$ cat src/rtl/autobaud_pkg.sv
package autobaud_pkg;
  typedef enum logic [1:0] {
    ST_IDLE,
    ST_WAIT,
    ST_MEAS
  } meas_state_e;

  // falling edges counted after the start edge to cover eight bit periods
  localparam int unsigned SPAN_EDGES = 4;
  localparam int unsigned SPAN_SHIFT = 3;
  localparam int unsigned FRAC_W     = 4;
endpackage

$ cat src/rtl/synch_timer.sv
module synch_timer
  import autobaud_pkg::*;
#(
  parameter int unsigned MIN_BIT_CLKS = 32,
  parameter int unsigned TIMEOUT_CLKS = 4096,
  parameter int unsigned CNT_W        = $clog2(TIMEOUT_CLKS + 1),
  parameter int unsigned PER_W        = CNT_W - SPAN_SHIFT
) (
  input  logic             clk,
  input  logic             rst,
  input  logic             line_i,
  input  logic             arm_i,
  output logic [PER_W-1:0] period_o,
  output logic             valid_o,
  output logic             err_o
);
  localparam logic [CNT_W-1:0] LIMIT_C   = CNT_W'(TIMEOUT_CLKS - 1);
  localparam logic [CNT_W-1:0] MIN_TOT_C = CNT_W'(MIN_BIT_CLKS * 8);
  localparam logic [2:0]       LAST_EDGE = 3'(SPAN_EDGES - 1);

  meas_state_e      state_q;
  logic             line_q;
  logic [CNT_W-1:0] cnt_q;
  logic [2:0]       edges_q;
  logic             fall;
  logic [CNT_W-1:0] total;

  assign fall  = line_q & ~line_i;
  assign total = cnt_q + CNT_W'(1);

  always_ff @(posedge clk) begin
    if (rst) begin
      state_q  <= ST_IDLE;
      line_q   <= 1'b1;
      cnt_q    <= '0;
      edges_q  <= '0;
      period_o <= '0;
      valid_o  <= 1'b0;
      err_o    <= 1'b0;
    end else begin
      line_q <= line_i;
      if (arm_i) begin
        state_q <= ST_WAIT;
        cnt_q   <= '0;
        edges_q <= '0;
        valid_o <= 1'b0;
        err_o   <= 1'b0;
      end else begin
        unique case (state_q)
          ST_WAIT: begin
            if (fall) begin
              state_q <= ST_MEAS;
              cnt_q   <= '0;
              edges_q <= '0;
            end
          end
          ST_MEAS: begin
            cnt_q <= total;
            if (fall) edges_q <= edges_q + 3'd1;
            if (fall && edges_q == LAST_EDGE) begin
              state_q <= ST_IDLE;
              if (total < MIN_TOT_C) begin
                err_o <= 1'b1;
              end else begin
                valid_o  <= 1'b1;
                period_o <= total[CNT_W-1:SPAN_SHIFT];
              end
            end else if (cnt_q == LIMIT_C) begin
              state_q <= ST_IDLE;
              err_o   <= 1'b1;
            end
          end
          default: ;
        endcase
      end
    end
  end
endmodule

$ cat src/rtl/frac_divider.sv
module frac_divider
  import autobaud_pkg::*;
#(
  parameter int unsigned PER_W = 10
) (
  input  logic             clk,
  input  logic             rst,
  input  logic             run_i,
  input  logic [PER_W-1:0] period_i,
  output logic             tick_o
);
  localparam int unsigned INT_W = PER_W - FRAC_W;

  logic [INT_W-1:0]  int_part;
  logic [FRAC_W-1:0] frac_part;
  logic [INT_W-1:0]  cnt_q;
  logic [FRAC_W-1:0] acc_q;
  logic              extra_q;
  logic [INT_W:0]    lim;
  logic [FRAC_W:0]   acc_sum;

  assign int_part  = period_i[PER_W-1:FRAC_W];
  assign frac_part = period_i[FRAC_W-1:0];
  assign lim       = {1'b0, int_part} - (INT_W+1)'(1) + (INT_W+1)'(extra_q);
  assign acc_sum   = {1'b0, acc_q} + {1'b0, frac_part};

  always_ff @(posedge clk) begin
    if (rst || !run_i) begin
      cnt_q   <= '0;
      acc_q   <= '0;
      extra_q <= 1'b0;
      tick_o  <= 1'b0;
    end else if ({1'b0, cnt_q} == lim) begin
      tick_o  <= 1'b1;
      cnt_q   <= '0;
      acc_q   <= acc_sum[FRAC_W-1:0];
      extra_q <= acc_sum[FRAC_W];
    end else begin
      tick_o <= 1'b0;
      cnt_q  <= cnt_q + INT_W'(1);
    end
  end
endmodule

$ cat src/rtl/autobaud_gen.sv
module autobaud_gen
  import autobaud_pkg::*;
#(
  parameter int unsigned MIN_BIT_CLKS = 32,
  parameter int unsigned TIMEOUT_CLKS = 4096
) (
  input  logic clk,
  input  logic rst,
  input  logic line_i,
  input  logic arm_i,
  output logic tick_o,
  output logic baud_valid_o,
  output logic synch_err_o
);
  localparam int unsigned CNT_W = $clog2(TIMEOUT_CLKS + 1);
  localparam int unsigned PER_W = CNT_W - SPAN_SHIFT;

  logic [PER_W-1:0] period;
  logic             run;

  synch_timer #(
    .MIN_BIT_CLKS(MIN_BIT_CLKS),
    .TIMEOUT_CLKS(TIMEOUT_CLKS),
    .CNT_W       (CNT_W),
    .PER_W       (PER_W)
  ) timer_i (
    .clk     (clk),
    .rst     (rst),
    .line_i  (line_i),
    .arm_i   (arm_i),
    .period_o(period),
    .valid_o (baud_valid_o),
    .err_o   (synch_err_o)
  );

  // stop ticking in the same edge that an arm request withdraws the rate
  assign run = baud_valid_o & ~arm_i;

  frac_divider #(
    .PER_W(PER_W)
  ) div_i (
    .clk     (clk),
    .rst     (rst),
    .run_i   (run),
    .period_i(period),
    .tick_o  (tick_o)
  );
endmodule

$ cat config.mk
export PLATFORM = sky130hd
export DESIGN_NAME = autobaud_gen
export DESIGN_NICKNAME = d
export VERILOG_FILES = /design/src/rtl/autobaud_pkg.sv /design/src/rtl/synch_timer.sv /design/src/rtl/frac_divider.sv /design/src/rtl/autobaud_gen.sv
export SDC_FILE = /design/constraint.sdc
export NUM_CORES = 1
export LEC_CHECK = 0
export BUFFER_PORTS_ARGS = -buffer_cell sky130_fd_sc_hd__buf_2
export CORE_MARGIN = 4
export CORE_UTILIZATION = 45
export DETAILED_ROUTE_END_ITERATION = 12
export SYNTH_ARGS = -nofsm -noshare
export SYNTH_HDL_FRONTEND = slang
export SYNTH_HIERARCHICAL = 1
export SYNTH_SLANG_ARGS = --single-unit
$ cat constraint.sdc
create_clock -name clk -period 6.9 [get_ports clk]
set_input_delay 0.345 -clock clk [delete_from_list [all_inputs] [get_ports clk]]
set_output_delay 0.345 -clock clk [all_outputs]
set_load 0.02 [all_outputs]
==> impl_metrics.ini, run 1 <==
[route]
drtPass1Iterations = 4
wl_per_cell_um = 13.9
drt_wl_total_um = 4800
routed-via-count = 1870
post_drt_via_cell_ratio = 5.40
drt_drc_violations_left = 0
drtIter0Drc = 88
postRouteAntennaNets = 0

[final_layout]
mostFrequentLayoutCell = sky130_fd_sc_hd__dfxtp_1
final_layout_size_suffix_gt1_share_pct = 12.7
final_util_pct = 49.9
diodes = 0
mostFrequentLayoutCells = sky130_fd_sc_hd__dfxtp_1 (43), sky130_fd_sc_hd__nor2_1 (28), sky130_fd_sc_hd__a21oi_1 (20)
layout.cells.non_filler = 346
synthToLayoutAreaGrowth_pct = 6.40
final_nets = 290

[sta]
totalNegativeSetupSlack_ps = 0
rsz0062_at_grt = false
period_share_pct = 37.3
postLayoutSetupSlackWorst_ps = 4320
hold_viol = 0
worst_slew_margin_pct = 47.3
timing.fmax_mhz = 388
final-setup-viol-count = 0
timing.final.crit_period_ps = 2580
clock-skew-final_ps = 5.44
slew_viol_final = 0
max_slew.worst_pin.slew_ps = 784

[yosys]
synth_area_per_cell_um2 = 8.76
netlist_instances = 277
yosysTopAreaCellShare_pct = 35.5
post-synth-top-area-cell = sky130_fd_sc_hd__dfxtp_1
netlist-cell-type-count = 54
synth_flop_cell = sky130_fd_sc_hd__dfxtp_1
synth_area_um2 = 2430
yosys-top-cells-area = sky130_fd_sc_hd__dfxtp_1 (35%), sky130_fd_sc_hd__xnor2_1 (6.1%), sky130_fd_sc_hd__ha_1 (5.2%), sky130_fd_sc_hd__nor2_1 (4.3%), sky130_fd_sc_hd__a21oi_1 (4.1%)
yosys_warnings = 6
synth_enable_flop_cells = 0
yosys_register_bits = 43
synthesis.nets = 292
ys_seq_area_share_pct = 35.5
async_flop_share_pct = 0

[cts]
cts-hold-fix-buffers = 0
cts_tree = built
setup_fix_buffers_added_after_clock_tree_synthesis = 0
post_cts_resized = 0
cts.sink_count = 43
cts-root-buf = sky130_fd_sc_hd__clkbuf_8
cts.clk_slew.worst_paths_ps = 80
cts_inserted_buffers = 5
cts-htree-levels = 2
clock_path_buffers = 2
clkLatencyLatePin_ps = 290

[die]
total_number_of_placement_rows = 26
die_width_um = 81.4
ioPinCount = 7
initial_core_util_pct = 46.9
design.core.area_um2 = 5170
die_height_um = 81.4
die_area_um2 = 6630

[power]
p_per_area_nw_per_um2 = 170
p_sw_share_pct = 21.8
power_internal_mw = 0.344
power.total_mw = 0.439
p_sw_mw = 0.0956
combPwrFrac_pct = 2.7
p_leak_nw = 0.880
seq_power_share_pct = 57.0
power.share.clock_pct = 40.3
vdd_ir_drop_max_v = 0.0000895

[global_route]
number_of_antenna_violations_at_the_first_check_in_global_routing = 0
groute.usage.overall_pct = 16.0
pin_count_of_the_biggest_net_entering_global_routing = 22
first_global_vias = 1781
wire_length_of_the_first_global_routing_pass_um = 8310
grt-ovfl-total = 0

[placement]
pre_cts_ws_ps = 4350
post-dp-hpwl_um = 3460
numPlacedInstances = 338
port-buffer-count = 6
globalplace.congestion = 0.830

[worst_setup_path]
required_ps = 7080
critPathArrivalTime_ps = 2760
critical_path_class = reg -> reg
timing.critical_path.fanout_max = 11
worst_setup_path_end_kind = flip-flop
critical_path.startpoint_type = flip-flop

[min_path]
path_class_of_the_lowest_slack_min_delay_path = in -> reg

[run]
max_cap_viol_count = 0

[run_status]
outcome = completed
-- cell usage after synthesis (4+ instances only) --
library cell,instances
sky130_fd_sc_hd__nor3b_1,4
sky130_fd_sc_hd__nand3_1,12
sky130_fd_sc_hd__mux2_4,4
sky130_fd_sc_hd__a2bb2oi_1,4
sky130_fd_sc_hd__a311oi_1,4
sky130_fd_sc_hd__clkbuf_1,11
sky130_fd_sc_hd__a22oi_1,4
sky130_fd_sc_hd__xor2_1,8
sky130_fd_sc_hd__a21oi_1,20
sky130_fd_sc_hd__nand2_1,7
sky130_fd_sc_hd__nor3_1,12
sky130_fd_sc_hd__dfxtp_1,43
sky130_fd_sc_hd__nand4_1,4
sky130_fd_sc_hd__o21ai_0,12
sky130_fd_sc_hd__inv_1,14
sky130_fd_sc_hd__nand2b_1,7
sky130_fd_sc_hd__nor2b_1,7
sky130_fd_sc_hd__nor2_1,28
sky130_fd_sc_hd__ha_1,10
sky130_fd_sc_hd__xnor2_1,17
-- critical path, stage by stage (launching register included) --
cell and delay [ps]:
sky130_fd_sc_hd__dfxtp_1 430, sky130_fd_sc_hd__nand4_2 280, sky130_fd_sc_hd__or4_4 610, sky130_fd_sc_hd__a211oi_4 380, sky130_fd_sc_hd__a31o_1 440, sky130_fd_sc_hd__mux2_4 330
-- logic make-up after synthesis --
group | share of synthesized area, %
xor+xnor | 10.0
compound gates | 16.5
mux | 3.30
simple gates | 23.8
fa+ha+maj | 5.98
buf+inv | 4.90
flops | 35.5
-- final timing paths --
check | slack (ps) | startpoint | to | depth (start not counted)
max | 4320 | timer_i/cnt_q[4] | timer_i/period_o[4] | 5
min | 270 | line_i | timer_i/line_q | 2
max reg2reg | 4320 | timer_i/cnt_q[4] | timer_i/period_o[4] | 5
min reg2reg | 470 | timer_i/valid_o | timer_i/valid_o | 2
-- layout make-up --
cell class / count / area, µm²
tap: 70 / 87.6
clock inverter: 1 / 7.51
multi-input combinational: 205 / 1450
clock buffer: 7 / 96.3
sequential: 43 / 861
inverter: 14 / 52.6
fill: 506 / 2590
timing repair buffer: 6 / 30.0
-- metrics by stage --
stage               hold WS [ps]  area (µm²)
finish                       275        2580
global route                 272        2580
CTS                          265        2580
detailed placement           458        2480
global placement             457        2480
floorplan                    438        2430
-- power by group through the flow --
stage | clock, mW | combinational, mW | sequential (mW)
after floorplan | 0 | 0.00994 | 0.255
after global placement | 0 | 0.0120 | 0.256
after detailed placement | 0 | 0.0121 | 0.256
after global routing | 0.196 | 0.0134 | 0.251
after CTS | 0.184 | 0.0121 | 0.250
final | 0.177 | 0.0120 | 0.250
-- metal layers --
layer  vias to the layer above  track usage, %  part of all wire (%)
li1                        970               -                     -
met1                       866            20.6                    49
met2                        28            26.6                    47
met3                         6            3.29                   2.7
met4                         0            5.24                   1.2
met5                         -               0                     0
-- sequential cells by signal, indices dropped and copies added, names as in the netlist --
name	cells
timer_i/period_o	10
div_i/cnt_q	6
div_i/extra_q	1
timer_i/cnt_q	13
timer_i/state_q	2
timer_i/line_q	1
timer_i/edges_q	3
div_i/acc_q	4
timer_i/valid_o	1
div_i/tick_o	1
timer_i/err_o	1
Power figures use the tool's default switching activity.
==> inputs of run 2 (changes only) <==
ABC_AREA = 1   (was default)
clock period = 2.49 ns   (was 6.9 ns; I/O delays follow)
==> run 2 against run 1 <==
  * Largest power group unchanged
  * Non-clock buffer count up 3
  * Combinational power grew to 2.5 times the previous value
  * Power increased to 2.6 times the previous value
  * First-iteration DRC count is 6.8% lower
  * Largest cell class unchanged
  * Highest routed layer unchanged
  * Count of clock-buffer cells in the layout is the same
  * Synthesized cell count is 37% higher
  * Die area up 4.4%
==> impl_metrics.ini, run 2 <==
[run_status]
outcome = completed

[sta]
clock-skew-final_ps = 3.46
rsz0062_at_grt = false
worst_slew_margin_pct = 65.2
totalNegativeSetupSlack_ps = 0
hold-worst-slack_ps = 17.5
slew_viol_final = 0
timing.final.crit_period_ps = 1840
period_share_pct = 73.8
hold_viol = 0
postLayoutSetupSlackWorst_ps = 651
final-setup-viol-count = 0
timing.fmax_mhz = 544
max_slew.worst_pin.slew_ps = 521

[placement]
post-dp-hpwl_um = 3690
placed_area_um2 = 2650
numPlacedInstances = 455
pre_cts_ws_ps = 651
port-buffer-count = 6
globalplace.congestion = 0.804

[cts]
cts_tree = built
cts.sink_count = 43
cts-root-buf = sky130_fd_sc_hd__clkbuf_8
cts_inserted_buffers = 5
cts-htree-levels = 2
setup_fix_buffers_added_after_clock_tree_synthesis = 0
cts.clk_slew.worst_paths_ps = 80
clock_path_buffers = 2
post_cts_resized = 0
cts-hold-fix-buffers = 0
clkLatencyLatePin_ps = 290

[route]
post_drt_via_cell_ratio = 4.58
drt_wl_total_um = 4780
drtIter0Drc = 82
drtPass1Iterations = 4
wl_per_cell_um = 10.3
routed-via-count = 2120
drt_drc_violations_left = 0
postRouteAntennaNets = 0

[global_route]
groute.usage.overall_pct = 15.3
wire_length_of_the_first_global_routing_pass_um = 8960
pin_count_of_the_biggest_net_entering_global_routing = 19
grt-ovfl-total = 0
number_of_antenna_violations_at_the_first_check_in_global_routing = 0
first_global_vias = 2043

[final_layout]
layout.cells.non_filler = 463
final_layout_size_suffix_gt1_share_pct = 12.8
largest_registers = timer_i/cnt_q (13), timer_i/period_o (10), div_i/cnt_q (6)
stdcell_area_um2 = 2730
final_util_pct = 49.6
mostFrequentLayoutCell = sky130_fd_sc_hd__nand2_1
final_nets = 405
largest_register_ffs = 13
registers.top_by_ff_count = timer_i/cnt_q
synthToLayoutAreaGrowth_pct = 7.42
diodes = 0
mostFrequentLayoutCells = sky130_fd_sc_hd__nand2_1 (106), sky130_fd_sc_hd__inv_1 (61), sky130_fd_sc_hd__dfxtp_1 (43)

[yosys]
synth_area_um2 = 2540
synth_enable_flop_cells = 0
yosys-top-cells-area = sky130_fd_sc_hd__dfxtp_1 (34%), sky130_fd_sc_hd__nand2_1 (16%), sky130_fd_sc_hd__inv_1 (9.0%), sky130_fd_sc_hd__nand3_1 (6.7%), sky130_fd_sc_hd__nor2_1 (5.5%)
synth_area_per_cell_um2 = 6.70
yosys_register_bits = 43
ys_seq_area_share_pct = 33.8
yosys_warnings = 6
async_flop_share_pct = 0
synth_flop_cell = sky130_fd_sc_hd__dfxtp_1
synth.cells.most_frequent = sky130_fd_sc_hd__nand2_1 (106), sky130_fd_sc_hd__inv_1 (61), sky130_fd_sc_hd__dfxtp_1 (43), sky130_fd_sc_hd__nor2_1 (37), sky130_fd_sc_hd__nand3_1 (34)
yosysMostFrequentCell = sky130_fd_sc_hd__nand2_1
post-synth-top-area-cell = sky130_fd_sc_hd__dfxtp_1
netlist_instances = 380
synthesis.nets = 395
yosysTopAreaCellShare_pct = 33.8
netlist-cell-type-count = 29

[die]
total_number_of_placement_rows = 27
die_width_um = 83.2
ioPinCount = 7
initial_core_util_pct = 46.2
die_area_um2 = 6920
design.core.area_um2 = 5510
die_height_um = 83.2

[worst_setup_path]
required_ps = 2670
critical_path_class = reg -> reg
timing.critical_path.fanout_max = 7
crit_family = simple AND/OR/NAND/NOR gates
crit_path_buf_inv_count = 2
critical_path.startpoint_type = flip-flop
path_cells = inv_1 -> ha_1 -> ha_1 -> nor2_1 -> inv_1 -> nand2_1 -> nor2_1 -> nand3_2 -> nor2_2 -> nand2_4 -> nand2_8 -> nor2_2
crit_slowest_cell = sky130_fd_sc_hd__dfxtp_1
worst_setup_path_end_kind = flip-flop
cp_slowest_stage_delay_ps = 340
critPathArrivalTime_ps = 2020

[power]
vdd_ir_drop_max_v = 0.000292
power.total_mw = 1.14
p_leak_nw = 1.28
p_per_area_nw_per_um2 = 418

[min_path]
path_class_of_the_lowest_slack_min_delay_path = in -> reg

[run]
max_cap_viol_count = 0
==> run 2: cell types whose count changed after synthesis, moves of 5 or more <==
| cell | delta |
|---|---|
| sky130_fd_sc_hd__nand2_1 | +99 |
| sky130_fd_sc_hd__inv_1 | +47 |
| sky130_fd_sc_hd__nand3_1 | +22 |
| sky130_fd_sc_hd__nor2_2 | +15 |
| sky130_fd_sc_hd__xnor2_1 | -13 |
| sky130_fd_sc_hd__nor3_1 | -10 |
| sky130_fd_sc_hd__nor2_1 | +9 |
| sky130_fd_sc_hd__clkbuf_1 | -8 |
| sky130_fd_sc_hd__nand2b_1 | -7 |
| sky130_fd_sc_hd__nor2b_1 | -7 |
| sky130_fd_sc_hd__o21ai_0 | -7 |
| sky130_fd_sc_hd__nand2_2 | +5 |
==> run 2: logic make-up (layout without fill, tap and decap cells) <==
logic type               Yosys count  count (layout)  synth area share [%]
AO/OA/AOI/OAI                     28              28                  5.70
buffers and inverters             71              82                  11.0
AND/OR/NAND/NOR                  214             214                  39.3
adder cells (fa/ha/maj)           11              11                  5.70
XOR/XNOR                          13              13                  4.47
flip-flops                        43              43                  33.8
==> run 2: worst paths after layout <==
| kind | startpoint | to | slack (ps) | cells after the start |
|---|---|---|---|---|
| setup / recovery | timer_i/period_o[4] | div_i/cnt_q[0] | 650 | 12 |
| hold / removal | line_i | timer_i/line_q | 20 | 3 |
| setup reg to reg | timer_i/period_o[4] | div_i/cnt_q[0] | 650 | 12 |
| hold reg to reg | timer_i/valid_o | timer_i/valid_o | 460 | 2 |
==> run 2: where the power goes <==
part           internal [mW]  total, mW  switching (mW)
logic                0.00762     0.0300          0.0224
clock network          0.197      0.422           0.225
registers              0.689      0.691         0.00165
total                  0.894       1.14           0.249
==> run 2: layer usage <==
metal	global-route usage, %	wire (µm)	vias to the layer above
met3	3.08	107	7
met1	20.0	2430	914
met4	4.61	74	0
li1	-	-	1185
met5	0	0	-
met2	25.4	2170	14
==> run 2: worst min-delay path: cells and delay by family <==
| kind | cells | cell delay [ps] |
|---|---|---|
| buf+inv | 2 | 110 |
| simple gates | 1 | 40 |
==> run 2: final cells by class <==
type / count / area (µm²)
Fill cell: 556 / 2770
Multi-Input combinational cell: 266 / 1410
Sequential cell: 43 / 861
Inverter: 65 / 244
Tap cell: 72 / 90.1
Clock buffer: 7 / 76.3
Timing Repair Buffer: 9 / 52.6
Clock inverter: 1 / 5.00
